==> src/rtl/pcg_pkg.sv <==
package pcg_pkg;

  typedef enum logic [1:0] {
    VD_WAIT   = 2'd0,
    VD_COMMIT = 2'd1,
    VD_DROP   = 2'd2
  } verdict_e;

  // Outcome of a result given the resolved view of its flag.
  function automatic verdict_e judge(input logic pend, input logic val);
    if (pend)     return VD_WAIT;
    else if (val) return VD_COMMIT;
    else          return VD_DROP;
  endfunction

  // Next pending state: a fresh issue keeps the flag pending even
  // when an older producer writes it in the same cycle.
  function automatic logic next_pend(input logic cur, input logic issue,
                                     input logic written);
    if (issue)        return 1'b1;
    else if (written) return 1'b0;
    else              return cur;
  endfunction

endpackage

==> src/rtl/pcg_pred_file.sv <==
module pcg_pred_file #(
  parameter int NUM_PRED = 64,
  parameter int NUM_WP   = 2,
  localparam int IW      = $clog2(NUM_PRED)
) (
  input  logic              clk,
  input  logic              rst_n,
  input  logic              set_en,
  input  logic [IW-1:0]     set_idx,
  input  logic [NUM_WP-1:0] wr_en,
  input  logic [NUM_WP*IW-1:0] wr_idx,
  input  logic [NUM_WP-1:0] wr_val,
  input  logic [IW-1:0]     qa_idx,
  output logic              qa_pend,
  output logic              qa_val,
  input  logic [IW-1:0]     qb_idx,
  output logic              qb_pend,
  output logic              qb_val
);
  import pcg_pkg::*;

  // Resolved view: stored state overlaid by this cycle's writes.
  logic [NUM_PRED-1:0] eff_pend;
  logic [NUM_PRED-1:0] eff_val;

  for (genvar i = 0; i < NUM_PRED; i++) begin : g_flag
    if (i == 0) begin : g_const
      assign eff_pend[i] = 1'b0;
      assign eff_val[i]  = 1'b1;
    end else begin : g_store
      logic pend_q, val_q;
      logic hit, hit_val, issue_hit;

      always_comb begin
        hit     = 1'b0;
        hit_val = val_q;
        for (int p = 0; p < NUM_WP; p++) begin
          if (wr_en[p] && (wr_idx[p*IW +: IW] == IW'(i))) begin
            hit     = 1'b1;
            hit_val = wr_val[p];
          end
        end
      end

      assign issue_hit   = set_en && (set_idx == IW'(i));
      assign eff_pend[i] = hit ? 1'b0 : pend_q;
      assign eff_val[i]  = hit_val;

      always_ff @(posedge clk) begin
        if (!rst_n) begin
          pend_q <= 1'b0;
          val_q  <= 1'b0;
        end else begin
          pend_q <= next_pend(pend_q, issue_hit, hit);
          val_q  <= hit_val;
        end
      end
    end
  end

  assign qa_pend = eff_pend[qa_idx];
  assign qa_val  = eff_val[qa_idx];
  assign qb_pend = eff_pend[qb_idx];
  assign qb_val  = eff_val[qb_idx];

endmodule

==> src/rtl/pcg_park_fifo.sv <==
module pcg_park_fifo #(
  parameter int WIDTH = 45,
  parameter int DEPTH = 4,
  localparam int AW   = (DEPTH > 1) ? $clog2(DEPTH) : 1,
  localparam int CW   = $clog2(DEPTH + 1)
) (
  input  logic             clk,
  input  logic             rst_n,
  input  logic             push,
  input  logic [WIDTH-1:0] push_ent,
  input  logic             pop,
  output logic [WIDTH-1:0] head_ent,
  output logic             empty,
  output logic             full
);
  logic [WIDTH-1:0] mem [DEPTH];
  logic [AW-1:0]    rd_ptr, wr_ptr;
  logic [CW-1:0]    count;

  function automatic logic [AW-1:0] bump(input logic [AW-1:0] p);
    return (p == AW'(DEPTH - 1)) ? '0 : p + AW'(1);
  endfunction

  assign empty    = (count == '0);
  assign full     = (count == CW'(DEPTH));
  assign head_ent = mem[rd_ptr];

  always_ff @(posedge clk) begin
    if (push) mem[wr_ptr] <= push_ent;
  end

  always_ff @(posedge clk) begin
    if (!rst_n) begin
      rd_ptr <= '0;
      wr_ptr <= '0;
      count  <= '0;
    end else begin
      if (push) wr_ptr <= bump(wr_ptr);
      if (pop)  rd_ptr <= bump(rd_ptr);
      if (push && !pop)      count <= count + CW'(1);
      else if (pop && !push) count <= count - CW'(1);
    end
  end

endmodule

==> src/rtl/pcg_out_stage.sv <==
module pcg_out_stage #(
  parameter int REG_W  = 7,
  parameter int DATA_W = 32
) (
  input  logic              clk,
  input  logic              rst_n,
  input  logic              fire,
  input  logic              commit,
  input  logic [REG_W-1:0]  dest,
  input  logic [DATA_W-1:0] data,
  output logic              wb_valid,
  output logic [REG_W-1:0]  wb_dest,
  output logic [DATA_W-1:0] wb_data,
  output logic              disc_valid,
  output logic [REG_W-1:0]  disc_dest
);
  always_ff @(posedge clk) begin
    if (!rst_n) begin
      wb_valid   <= 1'b0;
      wb_dest    <= '0;
      wb_data    <= '0;
      disc_valid <= 1'b0;
      disc_dest  <= '0;
    end else begin
      wb_valid   <= fire && commit;
      disc_valid <= fire && !commit;
      if (fire && commit) begin
        wb_dest <= dest;
        wb_data <= data;
      end
      if (fire && !commit) disc_dest <= dest;
    end
  end
endmodule

==> src/rtl/pred_commit_gate.sv <==
module pred_commit_gate #(
  parameter int NUM_PRED = 64,
  parameter int NUM_WP   = 2,
  parameter int REG_W    = 7,
  parameter int DATA_W   = 32,
  parameter int PARK_D   = 4,
  localparam int IW      = $clog2(NUM_PRED),
  localparam int ENT_W   = IW + REG_W + DATA_W
) (
  input  logic                 clk,
  input  logic                 rst_n,
  input  logic                 pset_valid,
  input  logic [IW-1:0]        pset_idx,
  input  logic [NUM_WP-1:0]    pwr_valid,
  input  logic [NUM_WP*IW-1:0] pwr_idx,
  input  logic [NUM_WP-1:0]    pwr_value,
  input  logic                 res_valid,
  output logic                 res_ready,
  input  logic [IW-1:0]        res_pred,
  input  logic [REG_W-1:0]     res_dest,
  input  logic [DATA_W-1:0]    res_data,
  output logic                 wb_valid,
  output logic [REG_W-1:0]     wb_dest,
  output logic [DATA_W-1:0]    wb_data,
  output logic                 disc_valid,
  output logic [REG_W-1:0]     disc_dest
);
  import pcg_pkg::*;

  // Named internal events, also watched by the checker.
  logic              in_pend, in_val, hd_pend, hd_val;
  logic              fifo_empty, fifo_full;
  logic [ENT_W-1:0]  head_ent, in_ent;
  logic [IW-1:0]     head_pred;
  logic [REG_W-1:0]  head_dest;
  logic [DATA_W-1:0] head_data;
  verdict_e          in_vd, hd_vd;
  logic              head_wait, head_take, direct_take, accept, push;
  logic              dec_fire, dec_commit;
  logic [IW-1:0]     dec_pred;
  logic [REG_W-1:0]  dec_dest;
  logic [DATA_W-1:0] dec_data;

  assign in_ent = {res_pred, res_dest, res_data};
  assign {head_pred, head_dest, head_data} = head_ent;

  pcg_pred_file #(.NUM_PRED(NUM_PRED), .NUM_WP(NUM_WP)) u_flags (
    .clk(clk), .rst_n(rst_n),
    .set_en(pset_valid), .set_idx(pset_idx),
    .wr_en(pwr_valid), .wr_idx(pwr_idx), .wr_val(pwr_value),
    .qa_idx(res_pred), .qa_pend(in_pend), .qa_val(in_val),
    .qb_idx(head_pred), .qb_pend(hd_pend), .qb_val(hd_val)
  );

  assign in_vd = judge(in_pend, in_val);
  assign hd_vd = judge(hd_pend, hd_val);

  assign res_ready   = !fifo_full;
  assign accept      = res_valid && res_ready;
  assign head_wait   = !fifo_empty && (hd_vd == VD_WAIT);
  assign head_take   = !fifo_empty && (hd_vd != VD_WAIT);
  // Only bypass the buffer when nothing older is parked.
  assign direct_take = accept && fifo_empty && (in_vd != VD_WAIT);
  assign push        = accept && !direct_take;

  always_comb begin
    dec_fire   = 1'b0;
    dec_commit = 1'b0;
    dec_pred   = head_pred;
    dec_dest   = head_dest;
    dec_data   = head_data;
    if (head_take) begin
      dec_fire   = 1'b1;
      dec_commit = (hd_vd == VD_COMMIT);
    end else if (direct_take) begin
      dec_fire   = 1'b1;
      dec_commit = (in_vd == VD_COMMIT);
      dec_pred   = res_pred;
      dec_dest   = res_dest;
      dec_data   = res_data;
    end
  end

  pcg_park_fifo #(.WIDTH(ENT_W), .DEPTH(PARK_D)) u_park (
    .clk(clk), .rst_n(rst_n),
    .push(push), .push_ent(in_ent), .pop(head_take),
    .head_ent(head_ent), .empty(fifo_empty), .full(fifo_full)
  );

  pcg_out_stage #(.REG_W(REG_W), .DATA_W(DATA_W)) u_out (
    .clk(clk), .rst_n(rst_n),
    .fire(dec_fire), .commit(dec_commit), .dest(dec_dest), .data(dec_data),
    .wb_valid(wb_valid), .wb_dest(wb_dest), .wb_data(wb_data),
    .disc_valid(disc_valid), .disc_dest(disc_dest)
  );

endmodule

==> config.mk <==
export PLATFORM = sky130hd
export DESIGN_NAME = pred_commit_gate
export DESIGN_NICKNAME = d
export VERILOG_FILES = /design/src/rtl/pcg_pkg.sv /design/src/rtl/pcg_pred_file.sv /design/src/rtl/pcg_park_fifo.sv /design/src/rtl/pcg_out_stage.sv /design/src/rtl/pred_commit_gate.sv
export SDC_FILE = /design/constraint.sdc
export NUM_CORES = 1
export LEC_CHECK = 0
export ABC_CLOCK_PERIOD_IN_PS = 11060
export BUFFER_PORTS_ARGS = -buffer_cell sky130_fd_sc_hd__buf_2
export CORE_UTILIZATION = 45
export DETAILED_ROUTE_END_ITERATION = 10
export GPL_ROUTABILITY_DRIVEN = 0
export PLACE_DENSITY = 0.68
export SKIP_LAST_GASP = 1
export SLEW_MARGIN = 10
export SYNTH_ARGS = -nofsm -noshare
export SYNTH_HDL_FRONTEND = slang
export SYNTH_SLANG_ARGS = --single-unit
export TNS_END_PERCENT = 10
==> constraint.sdc <==
create_clock -name clk -period 11.06 [get_ports clk]
set_input_delay 1.659 -clock clk [delete_from_list [all_inputs] [get_ports clk]]
set_output_delay 1.659 -clock clk [all_outputs]
set_load 0.02 [all_outputs]
# Word level (Yosys, flattened, before mapping)
# Memory sizes are Yosys's and may differ from the RTL's. A register that Yosys moved wholly into a read port is not among the register bits.
# Cells that the tools add are included.
# word_totals
reg_bits	181
latchBits	0
word_cells	949
ram_bits	180
mem_bits_ro	0
memories	1
output_inout_bits	49
inputBits	71
# classes
div_mod_pow	0
addsub	4
eq_ne	194
n_reduce_logical	208
n_mux	406
magnitude_cmp	2
bitwise	0
multipliers	0
shift	0
# mem_list
name	words	width	rd	rd_ports_with_merged_regs	write_ports	line_no	text
u_park.mem	4	45	1	1	1	pcg_park_fifo.sv:16	logic [WIDTH-1:0] mem [DEPTH];
# op_table
op	n
equality test 6 bit (second input constant)	96
2-to-1 mux 1 bit	388
equality test 6 x 5 -> 1 bit (second input constant)	48
logical AND 1 bit	198
equality test 6 x 4 -> 1 bit (second input constant)	24
equality test 6 x 3 -> 1 bit (second input constant)	12
2-to-1 mux 32 bit	2
equality test 6 x 2 -> 1 bit (second input constant)	6
binary-select mux 1 bit (select 6 bit)	4
equality test 6 x 1 -> 1 bit (second input constant)	3
2-to-1 mux 2 bit	8
< comparator 6 x 7 -> 1 bit (second input constant)	2
2-to-1 mux 7 bit	2
zero test 1 bit	6
2-to-1 mux 3 bit	2
nonzero test 2 bit	3
adder 2 x 1 -> 2 bit (second input constant)	2
equality test 2 x 1 -> 1 bit (second input constant)	2
equality test 2 bit (second input constant)	2
adder 3 x 1 -> 3 bit (second input constant)	1
equality test 3 bit (second input constant)	1
zero test 3 bit	1
subtractor 3 x 1 -> 3 bit (second input constant)	1

# Logic depth before layout (Yosys ltp)
# Gate-level depths: netlist (run 1).
# depth
depth_word	16
mapped_depth	18
depth_no_buf	14

# Modules after synthesis
# From an unflattened synthesis (run 1), not the netlist that was laid out.
# unflattened
cells_unflattened	1717
hier_area_um2	18699.2
# by_module_without_submodules
module	area_per_inst_um2	seq_area_each_um2	cells_per_inst	n_inst
pcg_pred_file	9113.7	2522.4	1180	1
pcg_park_fifo	7010.5	5585.4	279	1
pcg_out_stage	1859.3	960.9	207	1
pred_commit_gate	715.7	0.0	51	1

# Worst setup path before layout (run 1)
# OpenSTA, ideal clock, no wires.
# synth_path
path_type	in2reg
from	in pwr_idx[11]
to	mem u_park.mem[0][0] (enable)
path_buffers	3
slack_ps	5425
path_stages	11
t_arrival_ps	5228
setup_ps	407
required_time_ps	10653
path_cell_list	buf_2 nand3_1 buf_2 o221ai_1 mux4_2 a2111oi_0 nor4_1 a41oi_2 and3_1 clkbuf_1 and2_1
# synth_between
elab_chain_cells	13
elab_cells_between_ends	327
classes_between	63 x eq/ne; 197 x mux; 67 x reduce/logical
# synth_rtl
element	line_no	text
start, declared	pred_commit_gate.sv:15	input logic [NUM_WP*IW-1:0] pwr_idx,
equality test 6 x 1 -> 1 bit (tied with other cells)	pcg_pred_file.sv:38	if (wr_en[p] && (wr_idx[p*IW +: IW] == IW'(i))) begin
logical AND 1 bit	pcg_pred_file.sv:38	
2-to-1 mux 1 bit	pcg_pred_file.sv:38	
binary-select mux 1 bit (select 6 bit) (tied with other cells)	pcg_pred_file.sv:62	assign qa_val = eff_val[qa_idx];
2-to-1 mux 1 bit (not written as such) / binary-select mux 1 bit (select 6 bit) (equally long branches)	pcg_pred_file.sv:62, pcg_pred_file.sv:61	
2-to-1 mux 2 bit / 2-to-1 mux 1 bit (equally long branches)	pcg_pkg.sv:12, pcg_pred_file.sv:61	
2-to-1 mux 2 bit (*)	pcg_pkg.sv:11	if (pend) return VD_WAIT;
nonzero test 2 bit (*)	pred_commit_gate.sv:63	assign direct_take = accept && fifo_empty && (in_vd != VD_WAIT);
logical AND 1 bit (*)	pred_commit_gate.sv:63	
zero test 1 bit (*)	pred_commit_gate.sv:64	assign push = accept && !direct_take;
logical AND 1 bit (*)	pred_commit_gate.sv:64	
named net push	pred_commit_gate.sv:38	logic head_wait, head_take, direct_take, accept, push;
2-to-1 mux 1 bit (*)	pcg_park_fifo.sv:29	if (push) mem[wr_ptr] <= push_ent;
2-to-1 mux 1 bit (not written as such) (*)	pcg_park_fifo.sv:29	
end, declared	pcg_park_fifo.sv:16	
# The timed path passes the listed nets; every way through them passes the cells marked *. The select of a mux whose other input is x is not followed.

# Final worst setup path (run 1)
# layout_path
from	in pwr_idx[0]
to	reg u_out.wb_data[11]
# layout_between
elab_chain_cells	13
elab_cells_between_ends	466
classes_between	65 x eq/ne; 333 x mux; 68 x reduce/logical
# layout_rtl
element	line_no	text
equality test 6 x 1 -> 1 bit (tied with other cells)	pcg_pred_file.sv:38	
logical AND 1 bit	pcg_pred_file.sv:38	
2-to-1 mux 1 bit (2 in series)	pcg_pred_file.sv:38	
binary-select mux 1 bit (select 6 bit) (tied with other cells)	pcg_pred_file.sv:62	
2-to-1 mux 1 bit (not written as such) / binary-select mux 1 bit (select 6 bit) (equally long branches)	pcg_pred_file.sv:62, pcg_pred_file.sv:61	
2-to-1 mux 2 bit / 2-to-1 mux 1 bit (equally long branches)	pcg_pkg.sv:12, pcg_pred_file.sv:61	
2-to-1 mux 2 bit	pcg_pkg.sv:11	
nonzero test 2 bit	pred_commit_gate.sv:63	
logical AND 1 bit	pred_commit_gate.sv:63	
2-to-1 mux 1 bit	pred_commit_gate.sv:75	end else if (direct_take) begin
2-to-1 mux 1 bit	pred_commit_gate.sv:72	if (head_take) begin
logical AND 1 bit	pcg_out_stage.sv:27	if (fire && commit) begin
end signal, assigned	pcg_out_stage.sv:29	wb_data <= data;
end, declared	pcg_out_stage.sv:13	output logic [DATA_W-1:0] wb_data,
# Several ways; a longest one is shown, not always the timed one. The select of a mux whose other input is x is not followed.
# A chain may end at the register's enable or synchronous reset.

==> results of run 1 <==
==> kinds of logic after synthesis <==
family | Yosys count
compound gates | 531
xor+xnor | 3
fa+ha+maj | 7
buf+inv | 224
flops | 363
mux | 145
simple gates | 517
==> how the worst max path moves through the flow <==
stage                                           to  slack [ns]   startpoint  cells past startpoint
floorplan               u_park.mem[0][0]$_DFFE_PP_        5.43  pwr_idx[11]                     11
global placement      u_park.count[2]$_SDFFE_PN0P_        4.18  pwr_idx[11]                     15
detailed placement   u_out.wb_dest[2]$_SDFFE_PN0P_        4.04   pwr_idx[0]                     11
CTS                 u_out.wb_data[11]$_SDFFE_PN0P_        4.62   pwr_idx[0]                     11
global route        u_out.wb_data[16]$_SDFFE_PN0P_        4.29   pwr_idx[0]                     11
finish              u_out.wb_data[11]$_SDFFE_PN0P_        4.26   pwr_idx[0]                     11
==> power groups by stage <==
| stage | Clock, W | Combinational [W] | Sequential (W) |
|---|---|---|---|
| 2_1_floorplan | 0 | 0.000964 | 0.00178 |
| 3_3_place_gp | 0 | 0.00137 | 0.00171 |
| 3_5_place_dp | 0 | 0.00139 | 0.00172 |
| 4_1_cts | 0.00137 | 0.00139 | 0.00170 |
| 5_1_grt | 0.00141 | 0.00149 | 0.00172 |
| 6_report | 0.00136 | 0.00142 | 0.00169 |
==> area by class of cell <==
class                           instances  area, um2
Clock buffer                           53       1140
Timing Repair Buffer                  145        791
Clock inverter                         19        180
Inverter                               42        160
Multi-Input combinational cell       1203       8930
Sequential cell                       363       9070
Tap cell                              532        666
Fill cell                            3660      20300
==> registers in the layout (all words and copies together), names as in the netlist, named ones only <==
name and flops:
u_flags.g_flag.g_store.pend_q 63, u_park.count 3, u_out.disc_dest 7, u_out.wb_valid 1, u_park.mem 180, u_park.rd_ptr 2, u_flags.g_flag.g_store.val_q 63, u_out.wb_data 32
u_park.wr_ptr 2, u_out.disc_valid 1, u_out.wb_dest 7
==> placed cells by master (no fill, tap or decap), types with 39 or more instances in the layout <==
master	instances
mux4_2	55
o221ai_1	54
o21ai_0	86
a21oi_1	114
nor2_1	138
inv_1	39
and2_1	57
buf_2	119
clkbuf_16	41
mux2i_1	77
edfxtp_1	180
nand2_1	133
a22oi_1	60
dfxtp_1	181
==> per-layer routing <==
metal,wire [um],vias to the layer above,global-route usage (%)
met3,8140,295,8.34
li1,-,6890,-
met4,3020,4,12.1
met5,28,-,0
met2,27000,1213,42.2
met1,23400,7658,37.2
==> metrics by stage <==
stage	worst slack (ns)	power, W	utilization [%]	std cells	hold slack (ns)
floorplan	5.43	0.00274	-	1790	0.460
global placement	4.18	0.00309	47.5	2285	0.449
detailed placement	4.04	0.00311	47.5	2285	0.455
CTS	4.62	0.00446	50.7	2357	0.467
global route	4.29	0.00462	50.7	2357	0.483
finish	4.26	0.00448	50.7	2357	0.466
==> cells in the mapped netlist (all sizes together), types with 26 or more instances <==
cell	instances	share of area [%]
inv	42	0.83
nor2	139	2.8
clkbuf	108	2.2
a22oi	60	2.4
a31o	32	1.5
nand2	134	2.7
and2	61	2.0
mux2i	78	4.1
buf	74	2.6
a21oi	147	4.5
dfxtp	183	19
nor3	32	0.84
mux4	55	6.5
a211oi	26	1.0
o21ai	95	2.6
edfxtp	180	28
o221ai	58	2.9
==> worst register-to-register path, stage by stage, from the launching register on <==
cell and delay [ns]:
dfxtp_4 0.99, mux4_2 1.05, nand2_1 0.61, o22ai_1 0.16, o21ai_0 0.30, o311ai_0 0.22, o22ai_2 0.23, o311ai_4 0.21
or4_2 1.18, nand2_4 0.74, a21oi_2 0.19
==> results.toml, run 1 <==
[status]
status = "finished clean"

[clock_network]
numCtsBuffers = 40
clock_latency_ns = 0.59
cts_buffer_depth = 3
cts.sinks = 363
cts_resized = 0
clkTransAtPathRegs_ns = 0.06
cts_root_buf = "clkbuf_16"
htreeDepth = 2
cts_setup_buffers = 0
cts_tree = "yes"
cts_hold_buf = 0

[synthesis]
syn_area_per_cell_um2 = 10.6
syn-cell-area_um2 = 19000
synth_edf_count = 180
synth.distinct_cells = 90
ys_ff_latch = 363
synthMuxAreaShare_pct = 11.3
synth_simple_gate_area_share_pct = 15.0
synth_flop_cell = "dfxtp_1"
synth_top_family_by_area = "compound AO/OA/AOI/OAI gates"
synth-compound-area-share_pct = 19.8
ys_seq_area_share_pct = 47.7
synthAdderAreaFrac_pct = 0.500
synth-xor-area-share_pct = 0.138
syn_inst = 1790
synthArstFlopShare_pct = 0
yosys_warnings = 0
syn-num-nets = 1868

[sta]
tns_ns = 0
setup_violations = 0
worstMarginPinSlew_ns = 1.34
slew_violations = 0
min_period_ns = 6.80
slew_headroom_pct = 10.2
rsz0062_at_grt = "no"
fmax_mhz = 147
hold_viol_final = 0
finalCritPeriodShare_pct = 61.5
skew_ns = 0.0224

[global_route]
grt_max_degree = 102
grt_use_total_pct = 27.9
grt_pass1_wl_um = 93500
grt_antenna_before_repair = 2
overflow = 0
grt_pass1_vias = 15500

[power_and_ir_drop]
switching_share_pct = 35.9
power_density_nw_per_um2 = 214
seqPwrFrac_pct = 37.9
p_switching_w = 0.00161
internal-power_w = 0.00287
power.leakage_nw = 7.15
clock_power_share_pct = 30.3
peakVddDrop_v = 0.000180
p_comb_share_pct = 31.8

[die]
core_area_um2 = 41300
num_io_pins = 120
rows = 74
die_x_um = 208
start_util_pct = 46.1
dieArea_um2 = 43100
fp.dieH_um = 208

[placement]
io_buffers = 119
post_dp_cell_area_um2 = 19600
dpl.hpwl_um = 38200

[min_path]
whs_path_depth = 2
holdPathEnd = "u_out.wb_dest[0]$_SDFFE_PN0P_"
min_path_type = "register to register"
hold_start = "u_out.wb_dest[0]$_SDFFE_PN0P_"

[detailed_routing]
vias = 16100
vias_per_cell = 6.81
ant_nets = 0
firstDrtPassIters = 7
drtIter0Drc = 2626
wire_per_inst_um = 26.1
drc = 0
wirelength_um = 61600

[worst_setup_path]
crit_buf_inv = 2
cp_top_family = "simple AND/OR/NAND/NOR gates"
r2r_end = "u_out.wb_data[11]$_SDFFE_PN0P_"
path_cells = "buf_2 -> nand4bb_1 -> o221ai_1 -> mux4_2 -> a2111oi_0 -> nor4_1 -> a41oi_4 -> buf_4 -> or2b_2 -> nand2_4 -> a21oi_2"
required_ns = 11.55
crit_fanout = 42
ff2ff_path_depth = 10
slowest_stage = "or2b_2"
cp_slowest_stage_delay_ns = 0.88
cp-end-kind = "register"
r2r_slack_ns = 5.04
path_class = "input port to register"
start_kind = "input port"
arrival_ns = 7.30

[finish]
finalInstanceArea_um2 = 20900
drive_above_1_share_pct = 19.8
synthToLayoutAreaGrowth_pct = 10.1
layout.nets = 1873
antennaDiodeCount = 0

[job]
drv_cap = 0
Power figures use the tool's default switching activity.
==> run 2: changes to the inputs <==
--- a/config.mk
+++ b/config.mk
@@ -5,7 +5,8 @@
 export SDC_FILE = /design/constraint.sdc
 export NUM_CORES = 1
 export LEC_CHECK = 0
-export ABC_CLOCK_PERIOD_IN_PS = 11060
+export ABC_AREA = 1
+export ABC_CLOCK_PERIOD_IN_PS = 7100
 export BUFFER_PORTS_ARGS = -buffer_cell sky130_fd_sc_hd__buf_2
 export CORE_UTILIZATION = 45
 export DETAILED_ROUTE_END_ITERATION = 10
==> constraint.sdc (replaced) <==
create_clock -name clk -period 7.1 [get_ports clk]
set_input_delay 1.065 -clock clk [delete_from_list [all_inputs] [get_ports clk]]
set_output_delay 1.065 -clock clk [all_outputs]
set_load 0.02 [all_outputs]
==> results.toml, run 2 <==
[die]
start_util_pct = 45.6
dieArea_um2 = 42100
die_x_um = 205
rows = 74
num_io_pins = 120
fp.dieH_um = 205
core_area_um2 = 40700

[synthesis]
synth-xor-area-share_pct = 0
synthTopCellsByArea = "edfxtp_1 29%, dfxtp_1 20%, nand2_1 13%"
ys_seq_area_share_pct = 48.9
synth_flop_cell = "dfxtp_1"
synth-compound-area-share_pct = 8.99
syn_inst = 2455
synthMuxAreaShare_pct = 0
synth_common_cells = "655 x nand2_1, 404 x nand3_1, 337 x nor2_1"
synth_top_family_by_area = "simple AND/OR/NAND/NOR gates"
synth_edf_count = 180
synth.distinct_cells = 41
syn-cell-area_um2 = 18600
syn_area_per_cell_um2 = 7.56
yosys.area.top_type_share_pct = 29.1
ys_ff_latch = 363
synth_area_leader_cell = "edfxtp_1"
yosys_warnings = 0
synth_simple_gate_area_share_pct = 35.4
synthAdderAreaFrac_pct = 0.512
syn-num-nets = 2533
synth.most_common_cell = "nand2_1"
synthArstFlopShare_pct = 0

[power_and_ir_drop]
internal-power_w = 0.00451
total_power_w = 0.00778
clock_power_share_pct = 26.5
power.leakage_nw = 8.22
switching_share_pct = 42.1
seqPwrFrac_pct = 32.7
p_comb_share_pct = 40.7
p_switching_w = 0.00327
peakVddDrop_v = 0.000256
power_density_nw_per_um2 = 374

[detailed_routing]
drc = 0
wire_per_inst_um = 20.0
firstDrtPassIters = 8
wirelength_um = 61400
vias_per_cell = 5.85
drtIter0Drc = 2260
ant_nets = 0
vias = 18000

[clock_network]
clock_latency_ns = 0.59
cts_root_buf = "clkbuf_16"
htreeDepth = 2
cts_resized = 0
cts_hold_buf = 0
cts_tree = "yes"
cts_setup_buffers = 0
clkTransAtPathRegs_ns = 0.06
cts.sinks = 363
numCtsBuffers = 41
cts_buffer_depth = 3

[placement]
io_buffers = 119
dpl.hpwl_um = 38900
post_dp_cell_area_um2 = 19500
dp.cells = 3001

[worst_setup_path]
start_kind = "input port"
path_cells = "buf_2 -> inv_1 -> nand2_1 -> nor2_2 -> nand2_1 -> nand3_1 -> nand2_1 -> nand3_1 -> nand2_1 -> nand3_1 -> nand3_2 -> nand3_4 -> nand2_4 -> nor2_4 -> nand3_2 -> nand2_2 -> buf_4 -> nand2_1 -> nand2_1 -> nor2_1"
ff2ff_path_depth = 19
slowest_stage = "nor2_2"
critPathMostFrequentCell = "nand2_1"
cp.depth = 20
crit_buf_inv = 3
arrival_ns = 5.63
path_class = "input port to register"
crit_fanout = 57
cp_slowest_stage_delay_ns = 0.82
cp_top_family = "simple AND/OR/NAND/NOR gates"
cp-end-kind = "register"
required_ns = 7.57

[finish]
final_common_cell = "nand2_1"
synthToLayoutAreaGrowth_pct = 11.9
final_util_pct = 51.0
layout.nets = 2590
finalInstanceArea_um2 = 20800
drive_above_1_share_pct = 11.9
largestRegisters = "u_park.mem: 180 flops, u_flags.g_flag.g_store.pend_q: 63 flops, u_flags.g_flag.g_store.val_q: 63 flops"
stdcell_count = 3075
layout_common_cells = "655 x nand2_1, 404 x nand3_1, 332 x nor2_1"
largest_reg_flops = 180
regMostFlops = "u_park.mem"

[global_route]
grt_use_total_pct = 29.1
grt_antenna_before_repair = 4
grt_pass1_vias = 16900
grt_max_degree = 96
grt_pass1_wl_um = 93600
overflow = 0

[sta]
skew_ns = 0.0242
worstMarginPinSlew_ns = 1.15
finalCritPeriodShare_pct = 72.7
slew_violations = 0
hold_viol_final = 0
setup_violations = 0
fmax_mhz = 194
min_period_ns = 5.16
rsz0062_at_grt = "no"
tns_ns = 0
slew_headroom_pct = 23.5

[job]
drv_cap = 0

[min_path]
whs_path_depth = 2
min_path_type = "register to register"

[status]
status = "finished clean"
run 2: changes by cell type after synthesis, moves of 60 or more:
cell     before  now
a22oi_1      60    0
inv_1        39  114
mux2i_1      78    0
nand2_1     133  655
nand3_1      19  404
nor2_1      138  337
run 2: final cells by class:
type / instances / area (um2)
well taps: 532 / 666
flip-flops and latches: 363 / 9070
repair buffers: 147 / 818
inverters: 136 / 513
diodes: 3 / 7.51
clock buffers: 54 / 1100
clock inverters: 17 / 190
fillers: 3929 / 20000
multi-input cells: 1823 / 8410
run 2: path summary, 6_finish.rpt:
| path | from | to | slack (ns) |
|---|---|---|---|
| worst max register to register | register | u_park.count[2]$_SDFFE_PN0P_ | 1.95 |
| worst min-delay path | u_out.wb_dest[6]$_SDFFE_PN0P_ | u_out.wb_dest[6]$_SDFFE_PN0P_ | 0.48 |
| worst min register to register | u_out.wb_dest[6]$_SDFFE_PN0P_ | u_out.wb_dest[6]$_SDFFE_PN0P_ | 0.48 |
| worst max-delay path | pwr_idx[4] | u_out.wb_data[26]$_SDFFE_PN0P_ | 1.94 |
run 2: power groups by stage:
| stage | clock network [W] | registers, W | logic (W) |
|---|---|---|---|
| final | 0.00206 | 0.00255 | 0.00317 |
| after global routing | 0.00215 | 0.00257 | 0.00347 |
| after CTS | 0.00209 | 0.00255 | 0.00310 |
| after detailed placement | 0 | 0.00259 | 0.00308 |
| after global placement | 0 | 0.00258 | 0.00304 |
| after floorplan | 0 | 0.00266 | 0.00214 |
run 2: tightest hold or removal path: stages, from the launching register on:
cell	delay, ns
dfxtp_1	0.32
nor2_1	0.05
nor2_1	0.08
run 2: per-layer routing:
metal / track usage (%) / vias to the layer above / wire length, um
met5: 0 / - / 31
met4: 20.2 / 4 / 4020
met3: 6.19 / 272 / 6020
met2: 45.5 / 1037 / 27800
met1: 35.8 / 8328 / 23500
li1: - / 8341 / -
run 2: kinds of logic after synthesis:
group | Yosys count
simple gates | 1514
flops | 363
compound gates | 302
buf+inv | 269
fa+ha+maj | 7
run 2: metrics by stage:
stage | setup slack [ns] | hold WS, ns
finish | 1.94 | 0.479
CTS | 2.13 | 0.484
floorplan | 2.00 | 0.463
global route | 1.57 | 0.505
global placement | 1.74 | 0.462
detailed placement | 1.54 | 0.471
